--- src/rtl/page_tracker_pkg.sv ---
package page_tracker_pkg;
   typedef enum logic [1:0] {
      CLS_HIT      = 2'b00,
      CLS_ACTIVATE = 2'b01,
      CLS_CONFLICT = 2'b10
   } cmd_class_e;

   localparam int AP_BIT = 10;
endpackage

--- src/rtl/pt_bank_entry.sv ---
module pt_bank_entry #(
   parameter int ROW_W  = 14,
   parameter int IDLE_W = 8
) (
   input  logic              clk,
   input  logic              rst_n,
   input  logic              access,
   input  logic              closed_mode,
   input  logic [ROW_W-1:0]  new_row,
   input  logic              close_now,
   input  logic [IDLE_W-1:0] idle_limit,
   output logic              is_open,
   output logic [ROW_W-1:0]  row_q,
   output logic              expired
);
   logic              open_q;
   logic [IDLE_W-1:0] idle_cnt;

   always_ff @(posedge clk) begin
      if (!rst_n) begin
         open_q   <= 1'b0;
         row_q    <= '0;
         idle_cnt <= '0;
      end else if (access) begin
         open_q   <= !closed_mode;
         row_q    <= new_row;
         idle_cnt <= '0;
      end else if (close_now) begin
         open_q   <= 1'b0;
         idle_cnt <= '0;
      end else if (open_q && idle_cnt < idle_limit) begin
         idle_cnt <= idle_cnt + 1'b1;
      end
   end

   assign is_open = open_q;
   assign expired = open_q && (idle_cnt >= idle_limit);


   closed_access_chk: assert property (@(posedge clk) disable iff (!rst_n)
      access && closed_mode |=> !open_q);

   open_access_chk: assert property (@(posedge clk) disable iff (!rst_n)
      access && !closed_mode |=> open_q && row_q == $past(new_row));

   close_now_chk: assert property (@(posedge clk) disable iff (!rst_n)
      close_now && !access |=> !open_q);

   expiry_hold_chk: assert property (@(posedge clk) disable iff (!rst_n)
      expired && !access && !close_now && $stable(idle_limit) |=> expired || $changed(idle_limit));
endmodule

--- src/rtl/pt_pick.sv ---
module pt_pick #(
   parameter int N = 8,
   localparam int IDX_W = (N > 1) ? $clog2(N) : 1
) (
   input  logic [N-1:0]     cand,
   output logic             found,
   output logic [IDX_W-1:0] idx
);
   always_comb begin
      found = 1'b0;
      idx   = '0;
      for (int i = N - 1; i >= 0; i--) begin
         if (cand[i]) begin
            found = 1'b1;
            idx   = IDX_W'(i);
         end
      end
   end
endmodule

--- src/rtl/page_tracker.sv ---
module page_tracker
   import page_tracker_pkg::*;
#(
   parameter int NUM_CS    = 2,
   parameter int NUM_BANKS = 4,
   parameter int ROW_W     = 14,
   parameter int COL_W     = 12,
   parameter int IDLE_W    = 8,
   localparam int CS_W    = (NUM_CS > 1) ? $clog2(NUM_CS) : 1,
   localparam int BANK_W  = (NUM_BANKS > 1) ? $clog2(NUM_BANKS) : 1,
   localparam int ENTRIES = NUM_CS * NUM_BANKS,
   localparam int IDX_W   = CS_W + BANK_W
) (
   input  logic              clk,
   input  logic              rst_n,
   input  logic [NUM_CS-1:0] cfg_closed_page,
   input  logic [IDLE_W-1:0] cfg_idle_limit,
   input  logic              req_valid,
   input  logic [CS_W-1:0]   req_cs,
   input  logic [BANK_W-1:0] req_bank,
   input  logic [ROW_W-1:0]  req_row,
   input  logic [COL_W-1:0]  req_col,
   input  logic              ref_req,
   output logic              dec_valid,
   output logic [1:0]        dec_class,
   output logic [COL_W-1:0]  cmd_col,
   output logic              pre_req_valid,
   output logic [CS_W-1:0]   pre_cs,
   output logic [BANK_W-1:0] pre_bank,
   output logic              pre_all,
   output logic              ref_grant
);
   initial begin
      cs_pow2_chk: assert (NUM_CS >= 2 && (1 << CS_W) == NUM_CS);
      bank_pow2_chk: assert (NUM_BANKS >= 2 && (1 << BANK_W) == NUM_BANKS);
      col_width_chk: assert (COL_W > AP_BIT);
   end

   logic [IDX_W-1:0]   req_idx;
   logic [ENTRIES-1:0] access_vec, open_vec, expired_vec, close_vec, cand_vec;
   logic [ROW_W-1:0]   rows [ENTRIES];
   logic               pick_found;
   logic [IDX_W-1:0]   pick_idx;
   logic               any_open;
   logic               sel_closed;

   assign req_idx = {req_cs, req_bank};

   for (genvar g = 0; g < ENTRIES; g++) begin : g_bank
      assign access_vec[g] = req_valid && (req_idx == IDX_W'(g));
      assign close_vec[g]  = (ref_req && !access_vec[g]) ||
                             (pick_found && pick_idx == IDX_W'(g));
      pt_bank_entry #(.ROW_W(ROW_W), .IDLE_W(IDLE_W)) u_entry (
         .clk        (clk),
         .rst_n      (rst_n),
         .access     (access_vec[g]),
         .closed_mode(cfg_closed_page[g / NUM_BANKS]),
         .new_row    (req_row),
         .close_now  (close_vec[g]),
         .idle_limit (cfg_idle_limit),
         .is_open    (open_vec[g]),
         .row_q      (rows[g]),
         .expired    (expired_vec[g])
      );
   end

   assign any_open = |open_vec;
   assign cand_vec = ref_req ? '0 : (expired_vec & ~access_vec);

   pt_pick #(.N(ENTRIES)) u_pick (
      .cand (cand_vec),
      .found(pick_found),
      .idx  (pick_idx)
   );

   assign sel_closed = cfg_closed_page[req_cs];

   always_comb begin
      cmd_class_e cls;
      if (!open_vec[req_idx])              cls = CLS_ACTIVATE;
      else if (rows[req_idx] == req_row)   cls = CLS_HIT;
      else                                 cls = CLS_CONFLICT;
      dec_class       = cls;
      cmd_col         = req_col;
      cmd_col[AP_BIT] = sel_closed;
   end

   assign dec_valid     = req_valid;
   assign pre_req_valid = pick_found;
   assign pre_cs        = pick_idx[IDX_W-1:BANK_W];
   assign pre_bank      = pick_idx[BANK_W-1:0];
   assign pre_all       = ref_req && any_open;
   assign ref_grant     = ref_req && !any_open;


   pre_all_once_chk: assert property (@(posedge clk) disable iff (!rst_n)
      ref_req && !req_valid |=> !pre_all);

   no_req_in_ref_chk: assert property (@(posedge clk) disable iff (!rst_n)
      ref_req |-> !req_valid);

   no_repeat_pre_chk: assert property (@(posedge clk) disable iff (!rst_n)
      pre_req_valid |=> !pre_req_valid || !(pre_cs == $past(pre_cs) && pre_bank == $past(pre_bank)));

   closed_hit_chk: assert property (@(posedge clk) disable iff (!rst_n)
      req_valid && !ref_req |=> !(req_valid && dec_class == 2'b00 &&
         req_cs == $past(req_cs) && req_bank == $past(req_bank) && $past(sel_closed) &&
         $stable(cfg_closed_page)));
endmodule

--- config.mk ---
export PLATFORM = sky130hd
export DESIGN_NAME = page_tracker
export DESIGN_NICKNAME = d
export VERILOG_FILES = /design/src/rtl/page_tracker_pkg.sv /design/src/rtl/pt_bank_entry.sv /design/src/rtl/pt_pick.sv /design/src/rtl/page_tracker.sv
export SDC_FILE = /design/constraint.sdc
export NUM_CORES = 1
export LEC_CHECK = 0
export ABC_AREA = 1
export BUFFER_PORTS_ARGS = -buffer_cell sky130_fd_sc_hd__buf_2
export CAP_MARGIN = 10
export CORE_MARGIN = 3
export CORE_UTILIZATION = 55
export DETAILED_ROUTE_END_ITERATION = 8
export PLACE_DENSITY = 0.75
export SYNTH_ARGS = -nofsm -noshare
export SYNTH_HDL_FRONTEND = slang
export SYNTH_SLANG_ARGS = --single-unit
--- constraint.sdc ---
create_clock -name clk -period 3.9 [get_ports clk]
set_input_delay 1.17 -clock clk [delete_from_list [all_inputs] [get_ports clk]]
set_output_delay 1.17 -clock clk [all_outputs]
set_load 0.005 [all_outputs]
==> impl_metrics.ini, run 1 <==
[status]
status = finished with violations
violations = negative setup slack

[place]
dp_hpwl_um = 17320
post-place-ws_ps = -142.8
gp_congestion = 0.8937
io_buffers = 40
dpl_cell_area_um2 = 10890

[setup_path]
cp_common_cell = buf_6
rr_startpoint = g_bank[6].u_entry.idle_cnt[1]$_SDFFE_PP0P_
crit_fanout = 8
critical_path_required_ps = 2730
rr_worst_depth = 26
path_cells = buf_6 -> inv_4 -> buf_12 -> buf_6 -> ha_4 -> a21o_1 -> nor2_2 -> nand3_2 -> nand2_2 -> nand4_1 -> nor2_4 -> buf_2
arrival_ps = 2840
r2r_setup_slack_ps = 620
cp_slowest_cell = ha_4
r2r-end = g_bank[6].u_entry.idle_cnt[5]$_SDFFE_PP0P_
crit_family = simple AND/OR/NAND/NOR gates
crit_type = in2out
endpoint_kind = output pin
startpoint_type = input port
max_stage_delay_ps = 190
path_buf_inv = 5

[cells_and_area]
fin_nets = 1594
design_area_um2 = 12670
register_area_um2 = 3684
layout-drive-gt1-share_pct = 26.14
diodes = 0
multiInputGateArea_um2 = 6230
fill_cells = 1318
area_growth_pct = 25.61

[cts]
clock_latency_ps = 440
clock-sinks = 184
cts_root_buf = clkbuf_16
cts_tree = done
clk_pin_slew_worst_paths_ps = 70
cts_max_path_buffers = 2
numCtsBuffers = 17
htreeDepth = 4

[synth]
synth_nets = 1474
ys_warn_count = 0
synth-seq-area-share_pct = 36.53
avgSynthCellArea_um2 = 7.421
syn_area_um2 = 10080
postSynthCellCount = 1359
synth_seq_cells = 184
yosysUniqueCellTypes = 45

[pwr]
ir_drop_mv = 0.3390
p_leak_nw = 5.409
power.total_mw = 4.196
power_density_nw_per_um2 = 331.3

[route]
drt_iter0_markers = 748
routed_via_density = 5.592
vias = 9601
wire_per_inst_um = 16.72
drc = 0
antenna_left = 0
first_pass_iters = 5
wl_um = 28700

[sta]
drv_slew = 0
rsz0062_at_grt = yes
setup_viol = 4
period_minus_slack_ps = 4015
timing.fmax_ghz = 0.2491
fin_setup_tns_ps = -274.3
period_share_pct = 102.9
hold_slack_ps = 453.8
fin_worst_skew_ps = 10.28
hold_viol_final = 0
relSlewSlack_pct = 49.64
finalWorstSetupSlack_ps = -114.7
tightestPinTransition_ps = 754.6

[global_route]
grt_pass1_wl_um = 43820
grt_max_degree = 52
gr-usage-met2_pct = 46.85
grt_use_met1_pct = 33.14
met3_usage_pct = 4.887
grt-busiest-layer = met2
grt_overflow = 0
grt_pass1_vias = 9080
grtUsageTotal_pct = 26.94
antenna_found_initial = 0

[die]
core_area_um2 = 17600
die_y_um = 141.4
die_w_um = 141.4
ios = 64
num_rows = 48
initial_core_util_pct = 57.31
die_area_um2 = 20000

[flow_run]
maxCapViolations = 0

[worst_hold_path]
holdPathEnd = g_bank[0].u_entry.row_q[5]$_SDFFE_PN0P_
hold_depth = 2
min_path_type = reg2reg
hold_start = g_bank[0].u_entry.row_q[5]$_SDFFE_PN0P_
flip-flops by register name, summed over array words and instances, names as in the netlist:
name	cells
g_bank.u_entry.idle_cnt	64
g_bank.u_entry.is_open	8
g_bank.u_entry.row_q	112
cell families (layout without fill, tap and decap cells):
kind of cell | Yosys count | after routing | synth area share [%]
AOI/OAI and AO/OA | 293 | 293 | 16.18
xor gates and xnor gates | 43 | 43 | 3.734
adders and majority gates | 72 | 72 | 8.933
buffers and inverters | 203 | 336 | 8.524
DFF | 184 | 184 | 36.53
muxes | 4 | 4 | 0.3970
and+or+nand+nor | 560 | 560 | 25.71
cell usage in the layout (no fill, tap or decap), types with 17 or more instances in the layout:
cell	n
xor2_1	31
nand4_1	33
ha_4	28
buf_4	104
nand3_1	45
dfxtp_1	184
ha_1	44
buf_2	32
nand2_1	203
nand2_2	35
nand2_4	19
nor2_2	20
a21oi_1	109
a21oi_2	23
nor2_1	139
inv_1	115
clkbuf_16	17
o21ai_0	124
cells in the mapped netlist, drive strengths merged:
master | n | area, um2
clkbuf | 36 | 135.1
nand2 | 258 | 1081
a221oi | 3 | 32.53
dfxtp | 184 | 3684
nor3b | 5 | 37.54
xor2 | 32 | 280.3
nor3 | 12 | 70.07
nor2 | 170 | 698.2
inv | 133 | 509.2
nand4 | 36 | 244.0
and3 | 1 | 6.260
buf | 25 | 181.4
or2 | 14 | 87.58
o21bai | 1 | 7.510
nand3 | 61 | 345.3
o21ai | 128 | 640.6
mux2i | 4 | 40.04
nand3b | 3 | 22.52
a22oi | 13 | 97.59
a21o | 7 | 52.55
clkinv | 9 | 33.78
ha | 72 | 900.9
o21a | 1 | 7.510
o2111ai | 2 | 17.52
a21oi | 133 | 744.5
xnor2 | 11 | 96.34
o22ai | 5 | 31.28
repair_timing:
action                                  in CTS  in global routing
endpoints found under the setup margin       5                 15
gates cloned                                 1                  1
hold buffers                                 0                  0
pin swaps                                   37                 65
endpoints found under the hold margin        0                  0
buffers inserted                            37                 14
gates resized for setup                     64                102
report_power, final:
| part | internal [mW] | total [mW] | switching (mW) | leakage [nW] |
|---|---|---|---|---|
| registers | 1.92 | 1.94 | 0.0205 | 1.49 |
| logic | 0.173 | 0.459 | 0.286 | 3.62 |
| clock network | 0.987 | 1.80 | 0.810 | 0.297 |
final cells by class:
type / count / area share [%]
inverters: 142 / 4.544
repair buffers: 160 / 10.08
flip-flops and latches: 184 / 29.08
clock inverters: 12 / 1.235
well taps: 225 / 2.222
clock buffers: 20 / 3.526
repair inverters: 2 / 0.1383
multi-input cells: 972 / 49.18
metrics by stage:
step	utilization, %	cells
detailed placement	61.89	1635
global placement	61.89	1635
global route	71.99	1717
CTS	68.69	1704
floorplan	-	1359
finish	71.99	1717
worst register-to-register path, stage by stage (launching register included):
cell and delay (ps):
dfxtp_1 370, ha_4 290, inv_1 40, o21bai_1 140, nand2_2 60, nand2_2 70, nand2_2 90, buf_4 150
buf_6 100, buf_4 110, buf_4 120, buf_4 120, buf_4 120, buf_4 120, buf_4 120, buf_4 120
buf_4 120, buf_4 120, buf_4 130, buf_6 110, nand2_4 70, nor2_4 40, nand4_1 120, nor2_2 80
xor2_1 140, inv_1 70, nor2_2 30
routing by layer:
layer	share of wire [%]	wire (um)	vias up
met4	2.9	837	0
met1	41	11890	4496
met2	50	14400	299
met5	0	0	-
li1	-	-	4727
met3	5.5	1570	79
worst max-delay path by stage:
stage / from / to / cells past startpoint
after global routing: cfg_idle_limit[7] / pre_cs / 12
after detailed placement: req_bank[1] / dec_class[1] / 13
after global placement: cfg_idle_limit[7] / pre_req_valid / 13
after floorplan: cfg_idle_limit[7] / pre_bank[0] / 10
after CTS: cfg_idle_limit[7] / pre_cs / 12
final: cfg_idle_limit[7] / pre_cs / 12
No activity file was read; power rests on OpenSTA's default activity.
==> run 2: changes to the inputs <==
==> constraint.sdc (replaced) <==
create_clock -name clk -period 4.6 [get_ports clk]
set_input_delay 1.38 -clock clk [delete_from_list [all_inputs] [get_ports clk]]
set_output_delay 1.38 -clock clk [all_outputs]
set_load 0.005 [all_outputs]
==> run 2 against run 1 <==
  * The run now ends clean
  * Design area fell by 11%
  * First-iteration DRC count decreased by 2.1%
  * Highest routed layer unchanged
  * Wire length down 14%
  * Via count shrank 6.3%
  * Largest cell class unchanged
  * Critical path type unchanged
  * Worst hold slack better by 3.4 ps
  * Register-to-register slack better by 1600 ps
  * Critical path depth rose by 1
  * Sequential power is 15% lower
  * Largest power group unchanged
==> impl_metrics.ini, run 2 (synthesis results as in run 1) <==
[die]
die_w_um = 141.4
initial_core_util_pct = 57.31
die_area_um2 = 20000
num_rows = 48
core_area_um2 = 17600
ios = 64
die_y_um = 141.4

[cells_and_area]
final_cell_mix = 233 x nand2_1, 184 x dfxtp_1, 155 x nor2_1, 126 x inv_1, 125 x o21ai_0
layout-drive-gt1-share_pct = 15.03
largest_register = g_bank.u_entry.row_q
fill_cells = 1515
fin_cells = 1643
final_common_cell = nand2_1
fin_nets = 1519
largest_register_ffs = 112
register_area_um2 = 3684
area_growth_pct = 11.90
multiInputGateArea_um2 = 5559

[route]
antenna_left = 0
drt_iter0_markers = 732
wire_per_inst_um = 15.04
drc = 0
vias = 8998
first_pass_iters = 5
wl_um = 24710
routed_via_density = 5.477

[pwr]
power.total_mw = 3.408
ir_drop_mv = 0.4459
power_density_nw_per_um2 = 302.0
p_leak_nw = 4.934

[global_route]
grt_max_degree = 55
antenna_found_initial = 0
grt_overflow = 0
grt_pass1_wl_um = 40860
grt_pass1_vias = 8438
grtUsageTotal_pct = 25.04

[sta]
fin_setup_tns_ps = 0
drv_slew = 0
setup_viol = 0
period_share_pct = 97.35
hold_viol_final = 0
rsz0062_at_grt = no
tightestPinTransition_ps = 853.8
hold_slack_ps = 457.2
timing.fmax_ghz = 0.2233
relSlewSlack_pct = 43.02
period_minus_slack_ps = 4478
fin_worst_skew_ps = 7.045

[cts]
clk_pin_slew_worst_paths_ps = 70
cts_tree = done
numCtsBuffers = 17
cts_max_path_buffers = 2
clock-sinks = 184
clock_latency_ps = 440
htreeDepth = 4
cts_root_buf = clkbuf_16

[setup_path]
startpoint_type = input port
endpoint_kind = output pin
arrival_ps = 3100
critical_path_required_ps = 3220
cp_slowest_cell = a221oi_1
cp-startpoint = req_bank[0]
crit_type = in2out
crit_fanout = 8
rr_startpoint = g_bank[6].u_entry.idle_cnt[2]$_SDFFE_PP0P_
path_cells = buf_4 -> inv_4 -> nor2_4 -> buf_12 -> buf_4 -> a221oi_1 -> nand3_1 -> nand2_1 -> nand2_1 -> nand3_1 -> nor2_1 -> a21oi_2 -> buf_2
max_stage_delay_ps = 270

[place]
gp_congestion = 0.8587
place_inst = 1606
dp_hpwl_um = 17150
io_buffers = 40

[worst_hold_path]
min_path_type = reg2reg
hold_start = g_bank[1].u_entry.row_q[13]$_SDFFE_PN0P_

[flow_run]
maxCapViolations = 0

[status]
status = finished, final reports clean
## run 2: worst paths after layout
kind | endpoint | slack (ps) | depth (start not counted)
setup / recovery | dec_class[1] | 120 | 13
hold reg to reg | g_bank[1].u_entry.row_q[13]$_SDFFE_PN0P_ | 460 | 2
setup reg to reg | g_bank[6].u_entry.idle_cnt[7]$_SDFFE_PP0P_ | 2200 | 13
hold / removal | g_bank[1].u_entry.row_q[13]$_SDFFE_PN0P_ | 460 | 2
## run 2: cell type report
class	instances	share of cell area, %
clock buffers	18	3.892
repair buffers	87	5.710
diodes	1	0.02218
clock inverters	14	1.120
multi-input cells	972	49.26
well taps	225	2.495
flip-flops and latches	184	32.64
inverters	142	4.856
## run 2: per-stage QoR
stage,area [um2],util [%],setup WS [ps]
2_1_floorplan,10080,-,509.2
3_5_place_dp,10640,60.44,40.07
6_report,11280,64.13,121.7
3_3_place_gp,10640,60.44,68.41
4_1_cts,11200,63.65,21.01
5_1_grt,11280,64.11,12.47
## run 2: timing repair
action / 4_1_cts / 5_1_grt
setup buffers: 0 / 4
hold buffers: 0 / 0
resized for setup: 0 / 13
endpoints found under the hold margin: 0 / 0
setup endpoints to repair: 0 / 1
## run 2: critical path: cells and delay by family
kind	cells	cell delay [ps]
AND/OR/NAND/NOR	6	580
buffers and inverters	5	690
AO/OA/AOI/OAI	2	450
## run 2: report_power, final
part | total (mW) | switching, mW | leakage [nW] | internal, mW
Combinational | 0.324 | 0.212 | 3.16 | 0.113
Clock | 1.44 | 0.708 | 0.281 | 0.731
Sequential | 1.64 | 0.0169 | 1.49 | 1.63
Total | 3.41 | 0.937 | 4.93 | 2.47
## run 2: routing by layer
metal	track usage (%)	wire length (um)	up-vias
li1	-	-	4570
met1	32.17	11080	4199
met2	42.76	11960	189
met3	4.516	1101	40
met4	8.081	564	0
met5	0	0	-
==> run 3: changes to the inputs <==
--- a/config.mk
+++ b/config.mk
@@ -5,7 +5,6 @@
 export SDC_FILE = /design/constraint.sdc
 export NUM_CORES = 1
 export LEC_CHECK = 0
-export ABC_AREA = 1
 export BUFFER_PORTS_ARGS = -buffer_cell sky130_fd_sc_hd__buf_2
 export CAP_MARGIN = 10
 export CORE_MARGIN = 3
==> run 3 against run 2 <==
  * The run now ends with negative setup slack left
  * Synthesized cell count decreased by 7.2%
  * Critical path type unchanged
  * Register-to-register slack got worse by 450 ps
  * Combinational power increased by 20%
  * Critical endpoint is now pre_bank[0]
  * Largest power group unchanged
  * Die area increased by 2.2%
  * Wire length increased by 18%
  * Highest routed layer unchanged
==> impl_metrics.ini, run 3 <==
[synth]
synth_nets = 1376
synthArstFlopShare_pct = 0
synth_seq_cells = 184
synth_edf_count = 0
yosysTopAreaCell = dfxtp_1
synth-seq-area-share_pct = 35.71
yosysUniqueCellTypes = 69
syn_area_um2 = 10310
synth.most_common_cell = nand2_1
ys_top_cells_by_count = 277 x nand2_1, 184 x dfxtp_1, 160 x a21oi_1, 75 x nor2_1, 72 x ha_1
ys_warn_count = 0
synth_ff_type = dfxtp_1
synthTopCellsByArea = dfxtp_1 36%, nand2_1 10%, ha_1 8.7%
postSynthCellCount = 1261
synth_top_area_share_pct = 35.71
avgSynthCellArea_um2 = 8.180

[sta]
period_share_pct = 103.6
timing.fmax_ghz = 0.2098
hold_slack_ps = 453.5
rsz0062_at_grt = yes
fin_setup_tns_ps = -586.4
setup_viol = 4
hold_viol_final = 0
fin_worst_skew_ps = 9.669
relSlewSlack_pct = 19.70
tightestPinTransition_ps = 1205
finalWorstSetupSlack_ps = -165.3
drv_slew = 0
period_minus_slack_ps = 4765

[cells_and_area]
fin_nets = 1465
fin_cells = 1592
largest_register = g_bank.u_entry.row_q
largest_register_ffs = 112
diodes = 0
area_growth_pct = 18.89
design_area_um2 = 12260
fin_util_pct = 67.35
layout-drive-gt1-share_pct = 19.15
final_common_cell = nand2_1
final_cell_mix = 277 x nand2_1, 184 x dfxtp_1, 155 x a21oi_1, 89 x buf_4, 72 x nor2_1

[pwr]
p_leak_nw = 4.568
ir_drop_mv = 0.2679
power_density_nw_per_um2 = 286.6
power.total_mw = 3.514

[global_route]
grtUsageTotal_pct = 27.71
grt_overflow = 0
grt_pass1_wl_um = 45420
grt_max_degree = 115
grt_pass1_vias = 9008
antenna_found_initial = 0

[die]
initial_core_util_pct = 56.65
die_w_um = 142.9
ios = 64
num_rows = 49
die_area_um2 = 20430
core_area_um2 = 18210
die_y_um = 142.9

[cts]
cts_root_buf = clkbuf_16
clock-sinks = 184
numCtsBuffers = 17
clock_latency_ps = 440
cts_max_path_buffers = 2
cts_tree = done
htreeDepth = 4
postCtsHoldBufs = 0
clk_pin_slew_worst_paths_ps = 70

[setup_path]
rr_worst_depth = 13
crit_type = in2out
crit_fanout = 6
max_stage_delay_ps = 350
endpoint_kind = output pin
startpoint_type = input port
r2r_setup_slack_ps = 1750
r2r-end = g_bank[4].u_entry.is_open$_SDFFE_PN0P_
path_cells = buf_8 -> clkinvlp_4 -> buf_12 -> buf_6 -> ha_4 -> a21oi_2 -> o21a_1 -> a2111oi_4 -> o31a_1 -> o21ai_1 -> a31oi_1 -> buf_2
critical_path_required_ps = 3220
rr_startpoint = g_bank[2].u_entry.idle_cnt[0]$_SDFFE_PP0P_
arrival_ps = 3390
cp_slowest_cell = a2111oi_4
cp-startpoint = cfg_idle_limit[5]

[route]
drc = 0
wire_per_inst_um = 18.31
drt_iter0_markers = 774
antenna_left = 0
wl_um = 29150
vias = 9638
routed_via_density = 6.054
first_pass_iters = 6

[place]
io_buffers = 40
post-place-ws_ps = -334.0
gp_congestion = 0.9080
dp_hpwl_um = 18950
place_inst = 1539
dpl_cell_area_um2 = 11110

[worst_hold_path]
holdPathEnd = g_bank[3].u_entry.row_q[6]$_SDFFE_PN0P_
min_path_type = reg2reg
hold_start = g_bank[3].u_entry.row_q[6]$_SDFFE_PN0P_
hold_depth = 2

[status]
status = finished with violations
violations = negative setup slack

[flow_run]
maxCapViolations = 0
==> run 3: cell type report <==
type,count,area [um2]
clock inverters,12,140.1
fillers,1418,5946
multi-input cells,974,6384
flip-flops and latches,184,3684
well taps,229,286.5
clock buffers,20,456.7
repair buffers,145,1195
inverters,28,117.6
==> run 3: power by group <==
part,leakage [nW],switching [mW],internal (mW)
sequential,1.49,0.0120,1.61
combinational,2.79,0.229,0.159
clock,0.289,0.662,0.838
==> run 3: worst max-delay path by stage <==
| stage | end | slack (ps) | depth (start not counted) |
|---|---|---|---|
| 2_1_floorplan | pre_bank[1] | 130 | 9 |
| 3_3_place_gp | pre_bank[1] | -280 | 11 |
| 3_5_place_dp | pre_bank[1] | -330 | 11 |
| 4_1_cts | pre_bank[0] | -190 | 11 |
| 5_1_grt | pre_bank[0] | -220 | 13 |
| 6_report | pre_bank[0] | -170 | 12 |
==> run 3: kinds of logic after synthesis <==
logic type / count (synthesis) / synth area share [%]
AO/OA/AOI/OAI: 284 / 16.47
AND/OR/NAND/NOR: 498 / 22.42
multiplexers: 48 / 5.725
buffers and inverters: 103 / 4.828
adder cells (fa/ha/maj): 72 / 8.734
XOR/XNOR: 72 / 6.114
flip-flops: 184 / 35.71
==> run 3: routing by layer <==
layer	vias to the layer above	part of all wire [%]	GRT usage, %	wire, um
li1	4584	-	-	-
met1	4597	43	36.95	12420
met2	367	47	45.23	13720
met3	90	7.1	4.990	2074
met4	0	3.2	9.855	935
met5	-	0	0	0
==> run 3: critical path: cells and delay by family <==
family | cells | cell delay (ps)
fa+ha+maj | 1 | 260
compound gates | 6 | 1160
buf+inv | 5 | 580
==> run 3: repair_timing <==
item / in CTS / in global routing
pin swaps: 14 / 11
setup endpoints to repair: 5 / 5
setup buffers: 7 / 11
gates resized for setup: 28 / 37
gates cloned: 1 / 2
